==> config.mk <==
export PLATFORM = sky130hd
export DESIGN_NAME = sar_adc_seq
export DESIGN_NICKNAME = d
export VERILOG_FILES = /design/src/rtl/sar_pkg.sv /design/src/rtl/sar_seq_fsm.sv /design/src/rtl/sar_approx.sv /design/src/rtl/sar_regfile.sv /design/src/rtl/sar_adc_seq.sv
export SDC_FILE = /design/constraint.sdc
export NUM_CORES = 1
export LEC_CHECK = 0
export ABC_CLOCK_PERIOD_IN_PS = 2300
export CORE_MARGIN = 2
export CORE_UTILIZATION = 54
export DETAILED_ROUTE_END_ITERATION = 12
export PLACE_DENSITY = 0.79
export SETUP_SLACK_MARGIN = 0.4
export SLEW_MARGIN = 15
export SYNTH_ARGS = -nofsm -noshare
export SYNTH_HDL_FRONTEND = slang
export SYNTH_SLANG_ARGS = --single-unit
==> constraint.sdc <==
create_clock -name clk -period 2.3 [get_ports clk]
set_clock_uncertainty 0.1 [all_clocks]
set_input_delay 0.23 -clock clk [delete_from_list [all_inputs] [get_ports clk]]
set_output_delay 0.23 -clock clk [all_outputs]
set_load 0.02 [all_outputs]
==> src/rtl/sar_pkg.sv <==
package sar_pkg;
  typedef enum logic [2:0] {
    ST_OFF   = 3'd0,
    ST_IDLE  = 3'd1,
    ST_SETUP = 3'd2,
    ST_CONV  = 3'd3,
    ST_WAIT  = 3'd4
  } sar_state_e;

  localparam logic [1:0] ADDR_CTRL = 2'd0;
  localparam logic [1:0] ADDR_HI   = 2'd1;
  localparam logic [1:0] ADDR_LO   = 2'd2;

  localparam int BIT_EN   = 0;
  localparam int BIT_GO   = 1;
  localparam int BIT_FMT  = 2;
  localparam int BIT_FLAG = 3;
endpackage

==> src/rtl/sar_seq_fsm.sv <==
module sar_seq_fsm
  import sar_pkg::*;
#(
  parameter int RES_W       = 10,
  parameter int SETUP_TICKS = 1,
  parameter int ABORT_TICKS = 2
) (
  input  logic                       clk,
  input  logic                       rst,
  input  logic                       tick,
  input  logic                       ctrl_wr,
  input  logic                       wd_en,
  input  logic                       wd_go,
  output sar_state_e                 state,
  output logic [$clog2(RES_W)-1:0]   idx,
  output logic                       start,
  output logic                       step,
  output logic                       finish,
  output logic                       busy,
  output logic                       hold
);
  localparam int IDX_W   = $clog2(RES_W);
  localparam int CNT_MAX = (SETUP_TICKS > ABORT_TICKS) ? SETUP_TICKS : ABORT_TICKS;
  localparam int CNT_W   = $clog2(CNT_MAX + 1);

  sar_state_e       state_d;
  logic [CNT_W-1:0] cnt;
  logic             kill, stop_wr, setup_done, wait_done;

  assign busy       = (state == ST_SETUP) || (state == ST_CONV);
  assign kill       = ctrl_wr && !wd_en;
  assign stop_wr    = ctrl_wr && busy && (!wd_go || !wd_en);
  assign start      = ctrl_wr && (state == ST_IDLE) && wd_en && wd_go;
  assign step       = (state == ST_CONV) && tick && !stop_wr;
  assign finish     = step && (idx == '0);
  assign setup_done = (state == ST_SETUP) && tick && !stop_wr &&
                      (cnt == CNT_W'(SETUP_TICKS - 1));
  assign wait_done  = (state == ST_WAIT) && tick && (cnt == CNT_W'(ABORT_TICKS - 1));

  always_comb begin
    state_d = state;
    case (state)
      ST_OFF:   if (ctrl_wr && wd_en) state_d = ST_IDLE;
      ST_IDLE:  if (kill) state_d = ST_OFF;
                else if (start) state_d = ST_SETUP;
      ST_SETUP: if (kill) state_d = ST_OFF;
                else if (stop_wr) state_d = ST_WAIT;
                else if (setup_done) state_d = ST_CONV;
      ST_CONV:  if (kill) state_d = ST_OFF;
                else if (stop_wr) state_d = ST_WAIT;
                else if (finish) state_d = ST_IDLE;
      ST_WAIT:  if (kill) state_d = ST_OFF;
                else if (wait_done) state_d = ST_IDLE;
      default:  state_d = ST_OFF;
    endcase
  end

  always_ff @(posedge clk) begin
    if (rst) begin
      state <= ST_OFF;
      cnt   <= '0;
      idx   <= '0;
      hold  <= 1'b0;
    end else begin
      state <= state_d;
      hold  <= (state_d == ST_SETUP) || (state_d == ST_CONV);
      if (state_d != state)
        cnt <= '0;
      else if (tick && ((state == ST_SETUP) || (state == ST_WAIT)))
        cnt <= cnt + 1'b1;
      if (setup_done)
        idx <= IDX_W'(RES_W - 1);
      else if (step && (idx != '0))
        idx <= idx - 1'b1;
    end
  end
endmodule

==> src/rtl/sar_approx.sv <==
module sar_approx #(
  parameter int RES_W = 10
) (
  input  logic                     clk,
  input  logic                     rst,
  input  logic                     start,
  input  logic                     step,
  input  logic [$clog2(RES_W)-1:0] idx,
  input  logic                     cmp,
  output logic [RES_W-1:0]         trial,
  output logic [RES_W-1:0]         decided
);
  logic [RES_W-1:0] mask, next_trial;

  assign mask    = RES_W'(1) << idx;
  assign decided = cmp ? (trial | mask) : (trial & ~mask);
  assign next_trial = decided | ((idx != '0) ? (mask >> 1) : '0);

  always_ff @(posedge clk) begin
    if (rst)
      trial <= '0;
    else if (start)
      trial <= RES_W'(1) << (RES_W - 1);
    else if (step)
      trial <= next_trial;
  end
endmodule

==> src/rtl/sar_regfile.sv <==
module sar_regfile
  import sar_pkg::*;
#(
  parameter int RES_W = 10,
  parameter int REG_W = 8
) (
  input  logic             clk,
  input  logic             rst,
  input  logic             wr_en,
  input  logic [1:0]       wr_addr,
  input  logic [REG_W-1:0] wr_data,
  input  logic [1:0]       rd_addr,
  input  logic             finish,
  input  logic             busy,
  input  logic [RES_W-1:0] result,
  output logic             flag,
  output logic [REG_W-1:0] res_hi,
  output logic [REG_W-1:0] res_lo,
  output logic [REG_W-1:0] rd_data
);
  localparam int PAIR_W = 2 * REG_W;
  localparam int PAD_W  = PAIR_W - RES_W;

  logic              en, fmt;
  logic [PAIR_W-1:0] wide, placed;
  logic [REG_W-1:0]  ctrl_word, rd_mux;

  assign wide   = PAIR_W'(result);
  assign placed = fmt ? wide : (wide << PAD_W);

  always_comb begin
    ctrl_word           = '0;
    ctrl_word[BIT_EN]   = en;
    ctrl_word[BIT_GO]   = busy;
    ctrl_word[BIT_FMT]  = fmt;
    ctrl_word[BIT_FLAG] = flag;
    case (rd_addr)
      ADDR_CTRL: rd_mux = ctrl_word;
      ADDR_HI:   rd_mux = res_hi;
      ADDR_LO:   rd_mux = res_lo;
      default:   rd_mux = '0;
    endcase
  end

  always_ff @(posedge clk) begin
    if (rst) begin
      en      <= 1'b0;
      fmt     <= 1'b0;
      flag    <= 1'b0;
      res_hi  <= '0;
      res_lo  <= '0;
      rd_data <= '0;
    end else begin
      rd_data <= rd_mux;
      if (wr_en && wr_addr == ADDR_CTRL) begin
        en  <= wr_data[BIT_EN];
        fmt <= wr_data[BIT_FMT];
      end
      if (finish)
        flag <= 1'b1;
      else if (wr_en && wr_addr == ADDR_CTRL && !wr_data[BIT_FLAG])
        flag <= 1'b0;
      if (finish) begin
        res_hi <= placed[PAIR_W-1:REG_W];
        res_lo <= placed[REG_W-1:0];
      end else if (wr_en) begin
        if (wr_addr == ADDR_HI) res_hi <= wr_data;
        if (wr_addr == ADDR_LO) res_lo <= wr_data;
      end
    end
  end
endmodule

==> src/rtl/sar_adc_seq.sv <==
module sar_adc_seq
  import sar_pkg::*;
#(
  parameter int RES_W       = 10,
  parameter int REG_W       = 8,
  parameter int SETUP_TICKS = 1,
  parameter int ABORT_TICKS = 2
) (
  input  logic             clk,
  input  logic             rst,
  input  logic             tad_tick,
  input  logic             wr_en,
  input  logic [1:0]       wr_addr,
  input  logic [REG_W-1:0] wr_data,
  input  logic [1:0]       rd_addr,
  output logic [REG_W-1:0] rd_data,
  input  logic             cmp_in,
  output logic [RES_W-1:0] dac_code,
  output logic             hold,
  output logic             irq
);
  localparam int IDX_W = $clog2(RES_W);

  sar_state_e       state;
  logic [IDX_W-1:0] idx;
  logic             start, step, finish, busy, ctrl_wr;
  logic [RES_W-1:0] decided;
  logic [REG_W-1:0] res_hi, res_lo;

  assign ctrl_wr = wr_en && (wr_addr == ADDR_CTRL);

  sar_seq_fsm #(
    .RES_W(RES_W), .SETUP_TICKS(SETUP_TICKS), .ABORT_TICKS(ABORT_TICKS)
  ) u_fsm (
    .clk(clk), .rst(rst), .tick(tad_tick), .ctrl_wr(ctrl_wr),
    .wd_en(wr_data[BIT_EN]), .wd_go(wr_data[BIT_GO]),
    .state(state), .idx(idx), .start(start), .step(step),
    .finish(finish), .busy(busy), .hold(hold)
  );

  sar_approx #(.RES_W(RES_W)) u_sar (
    .clk(clk), .rst(rst), .start(start), .step(step), .idx(idx),
    .cmp(cmp_in), .trial(dac_code), .decided(decided)
  );

  sar_regfile #(.RES_W(RES_W), .REG_W(REG_W)) u_regs (
    .clk(clk), .rst(rst), .wr_en(wr_en), .wr_addr(wr_addr),
    .wr_data(wr_data), .rd_addr(rd_addr), .finish(finish), .busy(busy),
    .result(decided), .flag(irq), .res_hi(res_hi), .res_lo(res_lo),
    .rd_data(rd_data)
  );
endmodule

==> report_table.html <==
<table>
<tr><th>Metric</th><th>Value</th></tr>
<tr><th colspan="2">Run status</th></tr>
<tr><td>Outcome</td><td>finished clean</td></tr>
<tr><th colspan="2">Die</th></tr>
<tr><td>Chip Width</td><td>73.04 um</td></tr>
<tr><td>Die Height</td><td>approximately 73 um</td></tr>
<tr><td>Floorplan core area</td><td>between 4000 and 5000 um2</td></tr>
<tr><td>Initial Util</td><td>between 50% and 60%</td></tr>
<tr><td>I/O pin count</td><td>37</td></tr>
<tr><td>Total number of placement rows</td><td>25</td></tr>
<tr><td>Area of the die</td><td>approximately 5300 um2</td></tr>
<tr><th colspan="2">Detailed routing</th></tr>
<tr><td>Detailed-routing iteration count for the pre-antenna-repair pass</td><td>4</td></tr>
<tr><td>Detail-routed via count per cell</td><td>between 5 and 6</td></tr>
<tr><td>Number of remaining DRC errors</td><td>0</td></tr>
<tr><td>Antenna violation net count after detailed routing</td><td>0</td></tr>
<tr><td>First-iteration detailed-routing DRC count</td><td>193</td></tr>
<tr><td>Routed len/inst</td><td>roughly 16 um</td></tr>
<tr><td>Routed wire length</td><td>about 6300 um</td></tr>
<tr><td>Total via count after detailed routing</td><td>approximately 2,400</td></tr>
<tr><th colspan="2">Timing</th></tr>
<tr><td>Rel. slew slack</td><td>between 50% and 60%</td></tr>
<tr><td>Final WS setup</td><td>~0.42 ns</td></tr>
<tr><td>Final setup viols</td><td>0</td></tr>
<tr><td>Upper clock frequency limit</td><td>~530 MHz</td></tr>
<tr><td>Setup repair after global routing missed its margin</td><td>yes</td></tr>
<tr><td>Final critical delay including setup and external delays</td><td>between 1.5 and 2 ns</td></tr>
<tr><td>Slew at the pin with the worst max-slew slack</td><td>just over 0.6 ns</td></tr>
<tr><td>Hold Violations, Final</td><td>0</td></tr>
<tr><td>Final count of pins violating max slew</td><td>0</td></tr>
<tr><td>Post-route fraction of the period consumed by the critical path</td><td>between 80 and 90%</td></tr>
<tr><th colspan="2">Critical path</th></tr>
<tr><td>CP max FO</td><td>7</td></tr>
<tr><td>Data arrival time of the critical path</td><td>around 2 ns</td></tr>
<tr><td>CP Class</td><td>reg2reg</td></tr>
<tr><td>Setup slack on the worst flop-to-flop path</td><td>0.42 ns</td></tr>
<tr><td>Required time reported for the critical path endpoint</td><td>2.43 ns</td></tr>
<tr><td>Endpoint type of the worst setup path</td><td>flop</td></tr>
<tr><td>Crit path launch type</td><td>flop</td></tr>
<tr><th colspan="2">Global route</th></tr>
<tr><td>Global-route wire length before repair</td><td>roughly 10,000 um</td></tr>
<tr><td>Via count of the first global-routing pass</td><td>approximately 2,200</td></tr>
<tr><td>GR Util All Layers</td><td>~24%</td></tr>
<tr><td>Largest net degree at the start of global routing</td><td>36</td></tr>
<tr><td>Antenna violations before repair</td><td>0</td></tr>
<tr><td>Global-route congestion overflow total</td><td>0</td></tr>
<tr><th colspan="2">Clock network</th></tr>
<tr><td># clock sinks</td><td>47</td></tr>
<tr><td>Clock tree from TritonCTS</td><td>done</td></tr>
<tr><td>Clock-pin slew on the worst setup and hold paths</td><td>roughly 0.090 ns</td></tr>
<tr><td>Clock latency at the later pin of the worst-skew pair</td><td>roughly 0.31 ns</td></tr>
<tr><td>Number of buffers added by the clock tree synthesis step</td><td>5</td></tr>
<tr><td>H-tree depth reported by CTS</td><td>2</td></tr>
<tr><td>Number of buffers added to fix hold violations after cts</td><td>0</td></tr>
<tr><td>Maximum clock path buffer count</td><td>2</td></tr>
<tr><td>Root buffer selected by CTS</td><td>clkbuf_8</td></tr>
<tr><th colspan="2">Power</th></tr>
<tr><td>Sw power</td><td>0.4016 mW</td></tr>
<tr><td>Power density over cell area</td><td>500.1 nW/um2</td></tr>
<tr><td>IR drop worst, VDD</td><td>~300 uV</td></tr>
<tr><td>Switching Share</td><td>between 20% and 30%</td></tr>
<tr><td>Pint</td><td>between 1 and 1.5 mW</td></tr>
<tr><td>Share of total power in the clock network</td><td>approximately 38%</td></tr>
<tr><td>Static Leak</td><td>between 1 and 1.5 nW</td></tr>
<tr><td>Fraction of power consumed by sequential logic</td><td>roughly 50%</td></tr>
<tr><td>Comb pwr share</td><td>11.1%</td></tr>
<tr><td>Total Power Consumption</td><td>1.648 mW</td></tr>
<tr><th colspan="2">Cells and area</th></tr>
<tr><td>Post-layout util</td><td>between 70% and 80%</td></tr>
<tr><td>Fraction of layout cells with a size suffix above 1</td><td>~20%</td></tr>
<tr><td>Net count of the finished layout</td><td>between 300 and 400</td></tr>
<tr><td>Syn-to-layout area delta</td><td>28.05%</td></tr>
<tr><td>Number of antenna repair diodes</td><td>0</td></tr>
<tr><td>Number of filler cells placed in the layout</td><td>384</td></tr>
<tr><th colspan="2">Logic synthesis</th></tr>
<tr><td>Library cell with the largest summed area after synthesis</td><td>dfxtp_1</td></tr>
<tr><td>Syn Inst Count</td><td>between 300 and 400</td></tr>
<tr><td>Async set-reset flop share out of synthesis</td><td>0%</td></tr>
<tr><td>Cell Area, Synth</td><td>~2600 um2</td></tr>
<tr><td>Cell types occupying the most area after synthesis</td><td>dfxtp_1, mux2i_1, nor2_1</td></tr>
<tr><td>Post-synthesis average cell area</td><td>8.383 um2</td></tr>
<tr><td>Area fraction of the dominant cell type after synthesis</td><td>36.56%</td></tr>
<tr><td>FF+latch count, synth</td><td>47</td></tr>
<tr><td>Top_reg_cell synth</td><td>dfxtp_1</td></tr>
<tr><td>Synthesized Nets</td><td>331</td></tr>
<tr><td>Number of unique standard cell types used by synthesis</td><td>between 40 and 50</td></tr>
<tr><td>Sequential area share after synthesis</td><td>a little over a third</td></tr>
<tr><td>Total of warnings raised by yosys</td><td>0</td></tr>
<tr><td>Number of enable-type register cells in the synthesized netlist</td><td>0</td></tr>
<tr><th colspan="2">Place</th></tr>
<tr><td>PortBufs</td><td>36</td></tr>
<tr><td>Worst slack after detailed placement</td><td>approximately 0.061 ns</td></tr>
<tr><td>Final estimated routing congestion in global placement</td><td>0.9207</td></tr>
<tr><td>Half-perimeter wire length of the detailed placement result</td><td>4220 um</td></tr>
<tr><th colspan="2">Flow run</th></tr>
<tr><td>Maximum capacitance violations</td><td>0</td></tr>
<tr><th colspan="2">Min path</th></tr>
<tr><td>Min-Delay Path Class</td><td>in2reg</td></tr>
</table>
==> worst paths after layout <==
check / startpoint / endpoint / cells past startpoint
setup / recovery: u_fsm.state[2] / u_fsm.idx[3] / 5
hold reg to reg: u_regs.en / u_regs.en / 2
hold / removal: wr_data[0] / u_regs.en / 3
setup reg to reg: u_fsm.state[2] / u_fsm.idx[3] / 5
==> worst max-delay path: stages, from the launching register on <==
cell and delay [ns]:
dfxtp_4 0.38, and4b_2 0.33, o21ai_2 0.07, or4_1 0.44
or3_1 0.34, a31oi_1 0.16
==> flip-flops by register name (all words and copies together) (netlist names) <==
register	flops
u_sar.trial	10
u_regs.rd_data	8
u_regs.res_hi	8
u_regs.res_lo	8
u_fsm.idx	4
u_fsm.state	3
u_fsm.cnt	2
u_fsm.hold	1
u_regs.en	1
u_regs.flag	1
u_regs.fmt	1
==> layer usage <==
| layer | share of wire (%) | track usage [%] |
|---|---|---|
| met5 | 0 | 0 |
| met2 | 47 | 37.84 |
| met1 | 45 | 34.62 |
| met4 | 0.99 | 5.761 |
| met3 | 6.6 | 4.006 |
==> Yosys cell counts, drive strengths merged (2+ instances only) <==
cell	instances
nand2b	2
nand3	4
and2	2
a21o	2
xnor2	3
nor2	44
inv	8
a22oi	4
dfxtp	47
ha	7
o211ai	2
buf	6
nor2b	5
nand2	16
nor3b	13
nand3b	9
nor3	11
clkbuf	16
a21oi	29
mux2i	20
a211oi	7
a311oi	5
nor4	2
a31oi	2
mux2	11
o21ai	13
==> what timing repair did <==
item	CTS	global route
pin swaps	0	6
endpoints found under the setup margin	17	26
gates resized for setup	4	29
setup buffers	0	2
==> power by group through the flow <==
| stage | combinational, mW | clock (mW) | sequential, mW |
|---|---|---|---|
| after floorplan | 0.101 | 0 | 0.855 |
| after global routing | 0.199 | 0.666 | 0.844 |
| after detailed placement | 0.172 | 0 | 0.860 |
| after global placement | 0.171 | 0 | 0.859 |
| after CTS | 0.176 | 0.631 | 0.841 |
| final | 0.182 | 0.625 | 0.841 |
==> kinds of logic after synthesis <==
family                     Yosys count  synth area share [%]
and+or+nand+nor                    116                 23.53
DFF                                 47                 36.56
AOI/OAI and AO/OA                   72                 17.84
adders and majority gates            7                 3.403
buffers and inverters               30                 4.716
xor gates and xnor gates             4                 1.361
muxes                               31                 12.59
==> metrics by stage <==
stage | cell area (um2) | std cells | hold slack [ns] | TNS (ns)
2_1_floorplan | 2574 | 307 | 0.2660 | 0
3_3_place_gp | 3065 | 394 | 0.3491 | -0.005508
3_5_place_dp | 3065 | 394 | 0.3532 | 0
4_1_cts | 3194 | 402 | 0.3652 | 0
5_1_grt | 3296 | 404 | 0.2228 | 0
6_report | 3296 | 404 | 0.2041 | 0
==> layout by cell type (no fill, tap or decap), types with 6 or more instances in the layout <==
cell / instances
a211oi_1: 6
nand3b_1: 9
nor3_1: 11
buf_4: 20
clkdlybuf4s50_1: 31
inv_1: 7
nor2_1: 44
nor3b_1: 9
o21ai_0: 11
a21oi_1: 29
mux2_2: 11
dfxtp_1: 41
mux2i_1: 16
nand2_1: 16
==> cell type report <==
cell class                 instances  area [um2]  share of cell area [%]
multi-input combinational        230        1589                   48.22
sequential                        47       950.9                   28.85
timing repair buffer              57       543.0                   16.48
clock buffer                       5       68.82                   2.088
tap                               54       67.56                   2.050
clock inverter                     3       46.29                   1.405
inverter                           8       30.03                  0.9112
No activity file was read; power rests on OpenSTA's default activity.
